### src/rtl/intc_pkg.sv
package intc_pkg;
  // Register word offsets; the bus master decodes these, so they are fixed.
  localparam int OFF_IRQ_STAT  = 0;
  localparam int OFF_RAW       = 1;
  localparam int OFF_IRQ_SET   = 2;
  localparam int OFF_IRQ_CLR   = 3;
  localparam int OFF_SOFT_SET  = 4;
  localparam int OFF_SOFT_CLR  = 5;
  localparam int OFF_FIQ_STAT  = 8;
  localparam int OFF_FIQ_RAW   = 9;
  localparam int OFF_FIQ_SET   = 10;
  localparam int OFF_FIQ_CLR   = 11;
  localparam int MIN_ADDR_W    = 4;

  typedef struct packed {
    logic irq_set;
    logic irq_clr;
    logic fiq_set;
    logic fiq_clr;
    logic soft_set;
    logic soft_clr;
  } wr_strobe_t;
endpackage

### src/rtl/intc_decode.sv
module intc_decode
  import intc_pkg::*;
#(
  parameter int ADDR_W = 4
) (
  input  logic              wr_en,
  input  logic [ADDR_W-1:0] addr,
  input  logic              wdata_lsb,
  output wr_strobe_t        strobe
);
  always_comb begin
    strobe          = '0;
    strobe.irq_set  = wr_en && (addr == ADDR_W'(OFF_IRQ_SET));
    strobe.irq_clr  = wr_en && (addr == ADDR_W'(OFF_IRQ_CLR));
    strobe.fiq_set  = wr_en && (addr == ADDR_W'(OFF_FIQ_SET));
    strobe.fiq_clr  = wr_en && (addr == ADDR_W'(OFF_FIQ_CLR));
    strobe.soft_set = wr_en && wdata_lsb && (addr == ADDR_W'(OFF_SOFT_SET));
    strobe.soft_clr = wr_en && wdata_lsb && (addr == ADDR_W'(OFF_SOFT_CLR));
  end
endmodule

### src/rtl/intc_mask_reg.sv
module intc_mask_reg #(
  parameter int WIDTH = 32
) (
  input  logic             clk,
  input  logic             rst_n,
  input  logic             set_en,
  input  logic             clr_en,
  input  logic [WIDTH-1:0] wdata,
  output logic [WIDTH-1:0] mask_d,
  output logic [WIDTH-1:0] mask_q
);
  logic upd_en;

  always_comb begin
    upd_en = set_en | clr_en;
    mask_d = mask_q;
    if (set_en)      mask_d = mask_q | wdata;
    else if (clr_en) mask_d = mask_q & ~wdata;
  end

  always_ff @(posedge clk or negedge rst_n) begin
    if (!rst_n)      mask_q <= '0;
    else if (upd_en) mask_q <= mask_d;
  end

  assert_set_or_R5: assert property (@(posedge clk) disable iff (!rst_n)
    set_en |=> ((mask_q & $past(wdata)) == $past(wdata)));
  assert_keep_others_R5: assert property (@(posedge clk) disable iff (!rst_n)
    set_en |=> ((mask_q & ~$past(wdata)) == ($past(mask_q) & ~$past(wdata))));
  assert_clr_bits_R6: assert property (@(posedge clk) disable iff (!rst_n)
    (clr_en && !set_en) |=> ((mask_q & $past(wdata)) == '0));
  assert_idle_stable_R10: assert property (@(posedge clk) disable iff (!rst_n)
    (!set_en && !clr_en) |=> $stable(mask_q));
endmodule

### src/rtl/intc_level_capture.sv
module intc_level_capture #(
  parameter int NUM_LINES = 32
) (
  input  logic                 clk,
  input  logic                 rst_n,
  input  logic [NUM_LINES-1:0] lines_i,
  input  logic                 soft_set,
  input  logic                 soft_clr,
  output logic [NUM_LINES-1:0] level_d,
  output logic [NUM_LINES-1:0] level_q
);
  logic line0_prev_q;
  logic line0_evt;
  logic bit0_d;

  // Line 0: software write beats a same-edge hardware change.
  always_comb begin
    line0_evt = lines_i[0] ^ line0_prev_q;
    bit0_d    = level_q[0];
    if (soft_set)       bit0_d = 1'b1;
    else if (soft_clr)  bit0_d = 1'b0;
    else if (line0_evt) bit0_d = lines_i[0];
  end

  always_comb level_d[0] = bit0_d;

  generate
    if (NUM_LINES > 1) begin : g_upper
      always_comb level_d[NUM_LINES-1:1] = lines_i[NUM_LINES-1:1];

      assert_upper_follow_R2: assert property (@(posedge clk) disable iff (!rst_n)
        1'b1 |=> (level_q[NUM_LINES-1:1] == $past(lines_i[NUM_LINES-1:1])));
    end
  endgenerate

  always_ff @(posedge clk or negedge rst_n) begin
    if (!rst_n) begin
      level_q      <= '0;
      line0_prev_q <= 1'b0;
    end else begin
      level_q      <= level_d;
      line0_prev_q <= lines_i[0];
    end
  end

  assert_soft_set_R7: assert property (@(posedge clk) disable iff (!rst_n)
    soft_set |=> level_q[0]);
  assert_soft_clr_R8: assert property (@(posedge clk) disable iff (!rst_n)
    (soft_clr && !soft_set) |=> !level_q[0]);
endmodule

### src/rtl/intc_read_mux.sv
module intc_read_mux
  import intc_pkg::*;
#(
  parameter int ADDR_W    = 4,
  parameter int NUM_LINES = 32
) (
  input  logic [ADDR_W-1:0]    addr,
  input  logic [NUM_LINES-1:0] level_q,
  input  logic [NUM_LINES-1:0] irq_mask_q,
  input  logic [NUM_LINES-1:0] fiq_mask_q,
  output logic [NUM_LINES-1:0] rdata
);
  always_comb begin
    rdata = '0;
    if (addr == ADDR_W'(OFF_IRQ_STAT))      rdata = level_q & irq_mask_q;
    else if (addr == ADDR_W'(OFF_RAW))      rdata = level_q;
    else if (addr == ADDR_W'(OFF_IRQ_SET))  rdata = irq_mask_q;
    else if (addr == ADDR_W'(OFF_SOFT_SET)) rdata = {{(NUM_LINES-1){1'b0}}, level_q[0]};
    else if (addr == ADDR_W'(OFF_FIQ_STAT)) rdata = level_q & fiq_mask_q;
    else if (addr == ADDR_W'(OFF_FIQ_RAW))  rdata = level_q;
    else if (addr == ADDR_W'(OFF_FIQ_SET))  rdata = fiq_mask_q;
  end
endmodule

### src/rtl/intc_dual.sv
module intc_dual
  import intc_pkg::*;
#(
  parameter int NUM_LINES = 32,
  parameter int ADDR_W    = 4
) (
  input  logic                 clk,
  input  logic                 rst_n,
  input  logic                 bus_wr_en,
  input  logic [ADDR_W-1:0]    bus_addr,
  input  logic [NUM_LINES-1:0] bus_wdata,
  output logic [NUM_LINES-1:0] bus_rdata,
  input  logic [NUM_LINES-1:0] irq_lines,
  output logic                 irq_o,
  output logic                 fiq_o
);
  localparam int ADDR_OK = (ADDR_W >= MIN_ADDR_W) ? 1 : 0;

  wr_strobe_t           strobe;
  logic [NUM_LINES-1:0] level_d, level_q;
  logic [NUM_LINES-1:0] irq_mask_d, irq_mask_q;
  logic [NUM_LINES-1:0] fiq_mask_d, fiq_mask_q;
  logic                 irq_d, fiq_d;

  initial begin
    assert (ADDR_OK == 1) else $error("ADDR_W too small for register map");
    assert (NUM_LINES >= 2) else $error("NUM_LINES must be at least 2");
  end

  intc_decode #(.ADDR_W(ADDR_W)) u_decode (
    .wr_en     (bus_wr_en),
    .addr      (bus_addr),
    .wdata_lsb (bus_wdata[0]),
    .strobe    (strobe)
  );

  intc_level_capture #(.NUM_LINES(NUM_LINES)) u_level (
    .clk      (clk),
    .rst_n    (rst_n),
    .lines_i  (irq_lines),
    .soft_set (strobe.soft_set),
    .soft_clr (strobe.soft_clr),
    .level_d  (level_d),
    .level_q  (level_q)
  );

  intc_mask_reg #(.WIDTH(NUM_LINES)) u_irq_mask (
    .clk    (clk),
    .rst_n  (rst_n),
    .set_en (strobe.irq_set),
    .clr_en (strobe.irq_clr),
    .wdata  (bus_wdata),
    .mask_d (irq_mask_d),
    .mask_q (irq_mask_q)
  );

  intc_mask_reg #(.WIDTH(NUM_LINES)) u_fiq_mask (
    .clk    (clk),
    .rst_n  (rst_n),
    .set_en (strobe.fiq_set),
    .clr_en (strobe.fiq_clr),
    .wdata  (bus_wdata),
    .mask_d (fiq_mask_d),
    .mask_q (fiq_mask_q)
  );

  intc_read_mux #(.ADDR_W(ADDR_W), .NUM_LINES(NUM_LINES)) u_rmux (
    .addr       (bus_addr),
    .level_q    (level_q),
    .irq_mask_q (irq_mask_q),
    .fiq_mask_q (fiq_mask_q),
    .rdata      (bus_rdata)
  );

  // Requests are computed from next-state values so they line up with status.
  always_comb begin
    irq_d = |(level_d & irq_mask_d);
    fiq_d = |(level_d & fiq_mask_d);
  end

  always_ff @(posedge clk or negedge rst_n) begin
    if (!rst_n) begin
      irq_o <= 1'b0;
      fiq_o <= 1'b0;
    end else begin
      irq_o <= irq_d;
      fiq_o <= fiq_d;
    end
  end

  assert_irq_matches_R3: assert property (@(posedge clk) disable iff (!rst_n)
    irq_o == |(level_q & irq_mask_q));
  assert_fiq_matches_R4: assert property (@(posedge clk) disable iff (!rst_n)
    fiq_o == |(level_q & fiq_mask_q));
  assert_one_mask_write_R10: assert property (@(posedge clk) disable iff (!rst_n)
    $countones({strobe.irq_set, strobe.irq_clr, strobe.fiq_set, strobe.fiq_clr,
                strobe.soft_set, strobe.soft_clr}) <= 1);
endmodule

### config.mk
export PLATFORM = sky130hd
export DESIGN_NAME = intc_dual
export DESIGN_NICKNAME = d
export VERILOG_FILES = /design/src/rtl/intc_pkg.sv /design/src/rtl/intc_decode.sv /design/src/rtl/intc_mask_reg.sv /design/src/rtl/intc_level_capture.sv /design/src/rtl/intc_read_mux.sv /design/src/rtl/intc_dual.sv
export SDC_FILE = /design/constraint.sdc
export NUM_CORES = 1
export LEC_CHECK = 0
export BUFFER_PORTS_ARGS = -buffer_cell sky130_fd_sc_hd__buf_2
export CAP_MARGIN = 30
export CORE_MARGIN = 2
export CORE_UTILIZATION = 41
export DETAILED_ROUTE_END_ITERATION = 10
export SLEW_MARGIN = 20
export SYNTH_ARGS = -nofsm -noshare
export SYNTH_HDL_FRONTEND = slang
export SYNTH_SLANG_ARGS = --single-unit
export TNS_END_PERCENT = 30
### constraint.sdc
create_clock -name clk -period 2.1 [get_ports clk]
set_input_delay 0.21 -clock clk [delete_from_list [all_inputs] [get_ports clk]]
set_output_delay 0.21 -clock clk [all_outputs]
set_load 0.005 [all_outputs]
* Word level (Yosys, flattened, before mapping)
Index checks and enable logic that the tools add are counted.
** Storage, ports and cells
- Register bits :: 99
- Input bits :: 71
- Word-level logic and storage cells :: 51
** Cells by class
- Equal/unequal tests :: 9
- Mux-type cells :: 14
- Bitwise logic cells :: 12
- Reductions and logical operators :: 10
** Operators by type and width (number)
- $mux 32 :: 11
- $and 32x32->32 :: 6
- $or 32x32->32 :: 2
- $reduce_or 32->1 :: 2
- $not 32->32 :: 1
- $eq 4x4->1 const B :: 4
- $eq 4x2->1 const B :: 2
- $eq 4x3->1 const B :: 2
- $logic_and 1x1->1 :: 7
- $eq 4x1->1 const B :: 1
- $logic_not 4->1 :: 1
- $mux 1 :: 3
- $or 1x1->1 :: 2
- $xor 1x1->1 :: 1

* Depth between registers and ports, before layout
- Depth after elaboration :: 8
- Mapped depth :: 8

* By module
From an unflattened synthesis, not the netlist that was laid out.
** Unflattened totals
- Cell total of the unflattened synthesis :: 578
- Area, all modules :: 5979.5 um^2
** By module, submodules not included
- intc_mask_reg :: times used 2, cells each 138, area an instance 1617.8 um^2
- intc_read_mux :: times used 1, cells each 178, area an instance 1204.9 um^2
- intc_level_capture :: times used 1, cells each 69, area an instance 1093.5 um^2
- intc_dual :: times used 1, cells each 44, area an instance 365.4 um^2
- intc_decode :: times used 1, cells each 11, area an instance 80.1 um^2

* Worst setup path before layout
OpenSTA, ideal clock, no wires.
- Path kind :: input -> register
- Start point :: in bus_addr[0]
- End point :: reg fiq_o
- Library setup time :: 0.138 ns
- Arrival time :: 1.571 ns
- Data required time :: 1.962 ns
- Slack :: 0.391 ns
- Stages :: 8
- Buffers on the path :: 2
- Cell sequence :: buf_4 nand3_4 nor2_8 buf_8 a21oi_1 nor4_2 nand3_1 or4_1
** Between the ends
- Word-level cells in the longest chain between the ends :: 6
** RTL lines
- start, declared :: line intc_dual.sv:10 : input logic [ADDR_W-1:0] bus_addr,
- $eq 4x3->1 or $eq 4x4->1 (tied branches) :: line intc_decode.sv:18, intc_decode.sv:16
- $logic_and 1x1->1 (on tied branches) :: line intc_decode.sv:18, intc_decode.sv:16
- $mux 1 or $mux 32 (tied branches) :: line intc_level_capture.sv:21, intc_mask_reg.sv:18
- $mux 1 or $mux 32 (tied branches) :: line intc_level_capture.sv:20, intc_mask_reg.sv:17
- $and 32x32->32 * :: line intc_dual.sv:78 : fiq_d = |(level_d & fiq_mask_d);
- $reduce_or 32->1 * :: line intc_dual.sv:78
- named net fiq_d :: line intc_dual.sv:23 : logic irq_d, fiq_d;
- end signal, assigned :: line intc_dual.sv:87 : fiq_o <= fiq_d;
- end, declared :: line intc_dual.sv:15 : output logic fiq_o
The timed path passes the listed nets; every way through them passes the cells marked *.
A chain may end at the register's enable or synchronous reset.

* Worst setup path in the final report
- Start point :: in irq_lines[0]
- End point :: reg irq_o
** Between the ends
- Word-level cells in the longest chain between the ends :: 6
** RTL lines
- start, declared :: line intc_dual.sv:13 : input logic [NUM_LINES-1:0] irq_lines,
- $xor 1x1->1 :: line intc_level_capture.sv:18 : line0_evt = lines_i[0] ^ line0_prev_q;
- $mux 1 * :: line intc_level_capture.sv:22 : else if (line0_evt) bit0_d = lines_i[0];
- $mux 1 * :: line intc_level_capture.sv:21 : else if (soft_clr) bit0_d = 1'b0;
- $mux 1 * :: line intc_level_capture.sv:20 : if (soft_set) bit0_d = 1'b1;
- $and 32x32->32 * :: line intc_dual.sv:77 : irq_d = |(level_d & irq_mask_d);
- $reduce_or 32->1 * :: line intc_dual.sv:77
- named net irq_d :: line intc_dual.sv:23
- end signal, assigned :: line intc_dual.sv:86 : irq_o <= irq_d;
- end, declared :: line intc_dual.sv:14 : output logic irq_o,
Marks and branches as above.

==> summary.md <==
| Metric | Value |
|---|---|
| First-pass GRT wire length | `about 26 mm` |
| DRC Markers | `0` |
| Die Ht | `about 120 um` |
| Max-cap violations | `0` |
| Leak | `slightly below 3 nW` |
| Final min period | `~2000 ps` |
| GRT busiest layer | `met2` |
| # port buffers | `approximately 100` |
| Row count | `40` |
| Die area | `between 0.01 and 0.015 mm2` |
| Met2 GRT Util | `0.395` |
| # IOs | `roughly 110` |
| Worst hold path class | `primary input to flop` |
| Crit path kind | `primary input to flop` |
| Via density | `approximately 6` |
| CTS Sinks | `99` |
| Worst slew pin tran | `between 500 and 600 ps` |
| Skew-Pair Late Insertion Delay | `between 300 and 400 ps` |
| Slew Limit Headroom | `0.619` |
| Grt met3 use | `0.0460` |
| Initial antenna violation count | `0` |
| CTS tree | `done` |
| WP data required | `around 2300 ps` |
| Worst Path Max Fanout | `3` |
| Setup violations, final | `0` |
| Mean Syn Cell Area | `around 10 um2` |
| Ys Warns | `0` |
| Antenna diodes | `0` |
| GRT Total Usage | `0.256` |
| Max Clk Rate | `around 0.50 GHz` |
| Vias | `~4,800` |
| Setup_tns | `0 ps` |
| Largest net degree at the start of global routing | `50` |
| Final slew viol count | `0` |
| Grt ovf | `0` |
| Nature of the critical path startpoint | `primary input` |
| Tcrit/Tclk final | `0.943` |
| Area of the mapped netlist | `about 0.0051 mm2` |
| CTS root buffer | `clkbuf_16` |
| Die W | `approximately 120 um` |
| Setup WS post-layout | `119 ps` |
| Post-CTS setup buffers | `0` |
| RSZ-0062 raised after global routing | `false` |
| Max Root-Sink Buffers | `2` |
| Worst VDD drop | `about 0.00057 V` |
| Place WS | `-102 ps` |
| Distinct cells, synth | `42` |
| Worst EP arrival | `between 2000 and 2500 ps` |
| # resized after CTS | `0` |
| GP Congestion | `roughly 0.9` |
| H-Tree Depth | `3` |
| Pwr per Cell Area | `851 mW/mm2` |
| Routed WL per cell | `roughly 21 um` |
| Layout area overhead | `23.9%` |
| Mapped Cells | `a little under 500` |
| Register area share after synthesis | `0.482` |
| Fin. Hold Viols | `0` |
| Core Region | `roughly 0.012 mm2` |
| Clock transition at path regs | `approximately 70 ps` |
| Detailed placement HPWL | `between 10 and 15 mm` |
| Nets | `between 600 and 700` |
| Antenna-violating nets left | `0` |
| M1 GR Usage | `0.366` |
| Number of buffers created by CTS | `9` |
| Seq cells post-synth | `a little under 100` |
| Status | `completed` |
| First DRT Iteration DRCs | `~390` |
| Number of global-route vias before repair | `4,723` |
| DRT Wirelength | `around 16 mm` |
| Share of post-route cells with drive strength above 1 | `0.361` |
| Skew final | `between 7 and 8 ps` |
| Post-CTS Hold Fix Bufs | `2` |
| Critical path endpoint category | `flop` |
| FILL cells | `between 1,000 and 1,500` |
| Initial core utilization | `0.424` |
| Post-synth net total | `~570` |
| DR pass1 iterations | `5` |
## synthesized netlist by cell type, drive strengths merged
cell	count	area, um2
mux2	31	349
clkbuf	18	67.6
dfrtp	99	2480
nand2b	1	6.26
o31ai	1	7.51
nand3	20	113
inv	1	3.75
o21ai	4	20.0
a311o	1	10.0
nand2	106	398
a22oi	8	60.1
nand4b	1	8.76
a222oi	3	30.0
or3	1	6.26
o2111ai	1	8.76
buf	15	95.1
maj3	1	10.0
nand4	3	18.8
a221oi	1	8.76
o221a	32	360
and4	4	35.0
and3	1	6.26
mux2i	1	10.0
a22o	63	552
nor3	5	36.3
or3b	1	8.76
or4	1	7.51
nor2	8	46.3
a21oi	36	184
o21a	2	15.0
a31oi	17	106
a311oi	2	17.5
nor4	8	56.3
## flip-flops by register name (all words and copies together) (netlist names)
register and cells:
fiq_o 1, irq_o 1, u_fiq_mask.mask_q 32, u_irq_mask.mask_q 32, u_level.level_q 32, u_level.line0_prev_q 1
## metal layers
layer	vias to the layer above	share of wire
li1	2160	-
met1	2399	0.45
met2	176	0.47
met3	24	0.060
met4	0	0.019
met5	-	0
## power by group
part / internal, W / total, W / switching, W
Sequential: 0.00223 / 0.00249 / 0.000254
Combinational: 0.000652 / 0.00124 / 0.000590
Clock: 0.000982 / 0.00169 / 0.000708
## cell families (layout without fill, tap and decap cells)
logic type / after synthesis / count (layout) / synth area share
AO/OA/AOI/OAI: 171 / 171 / 0.269
multiplexers: 32 / 32 / 0.0699
flip-flops: 99 / 99 / 0.482
AND/OR/NAND/NOR: 160 / 160 / 0.145
adder cells (fa/ha/maj): 1 / 1 / 0.00195
buffers and inverters: 34 / 157 / 0.0324
## per-stage QoR
| step | utilization | hold WS (ps) | cell area [um2] | cells | total power (W) |
|---|---|---|---|---|---|
| global placement | 0.500 | 84.6 | 6050 | 771 | 0.00372 |
| detailed placement | 0.500 | 90.8 | 6050 | 771 | 0.00374 |
| floorplan | - | -85.6 | 5140 | 497 | 0.00320 |
| global route | 0.526 | 1.97 | 6370 | 788 | 0.00570 |
| finish | 0.526 | 9.31 | 6370 | 788 | 0.00542 |
| CTS | 0.526 | 0.603 | 6370 | 788 | 0.00544 |
## final timing paths
path,start,endpoint,slack [ps],depth (start not counted)
worst max-delay path,irq_lines[0],irq_o,120,7
max in group asynchronous,rst_n,u_level.level_q[25],1060,3
worst min register to register,u_fiq_mask.mask_q[21],u_fiq_mask.mask_q[21],530,1
worst min-delay path,irq_lines[12],u_level.level_q[12],9,1
worst max register to register,u_level.level_q[0],irq_o,240,5
min in group asynchronous,rst_n,u_irq_mask.mask_q[16],250,2
## area by class of cell
class                   instances  area [um2]  share of cell area
clock inverters                 2        35.0             0.00550
well taps                     168         210              0.0330
repair buffers                141         868               0.136
multi-input cells             364        2510               0.394
flip-flops and latches         99        2480               0.389
inverters                       1        3.75            0.000590
clock buffers                  13         260              0.0409
## cells in the final DEF, fill, tap and decap left out, types with 2 or more instances in the layout
master and instances:
clkbuf_1 2, clkbuf_16 9, dfrtp_1 99, buf_12 5
o21a_1 2, nor4_2 2, nand2_1 106, a222oi_1 3
buf_4 31, and4_1 4, a311oi_1 2, nor3_1 3
dlygate4sd3_1 2, nor4_1 6, nor2_1 7, a21oi_1 34
buf_2 103, a22o_1 63, o21ai_0 4, clkbuf_8 2
mux2_2 31, nand4_1 3, a21oi_2 2, o221a_2 32
nand3_1 19, a22oi_1 8, a31oi_1 17
## worst max-delay path, cell delays in order
cell and delay [ps]:
dlygate4sd3_1 530, buf_2 130, maj3_1 330, nor2_1 180
nor3_1 110, nor4_1 540, nand4_1 140
(Power assumes the default switching activity.)
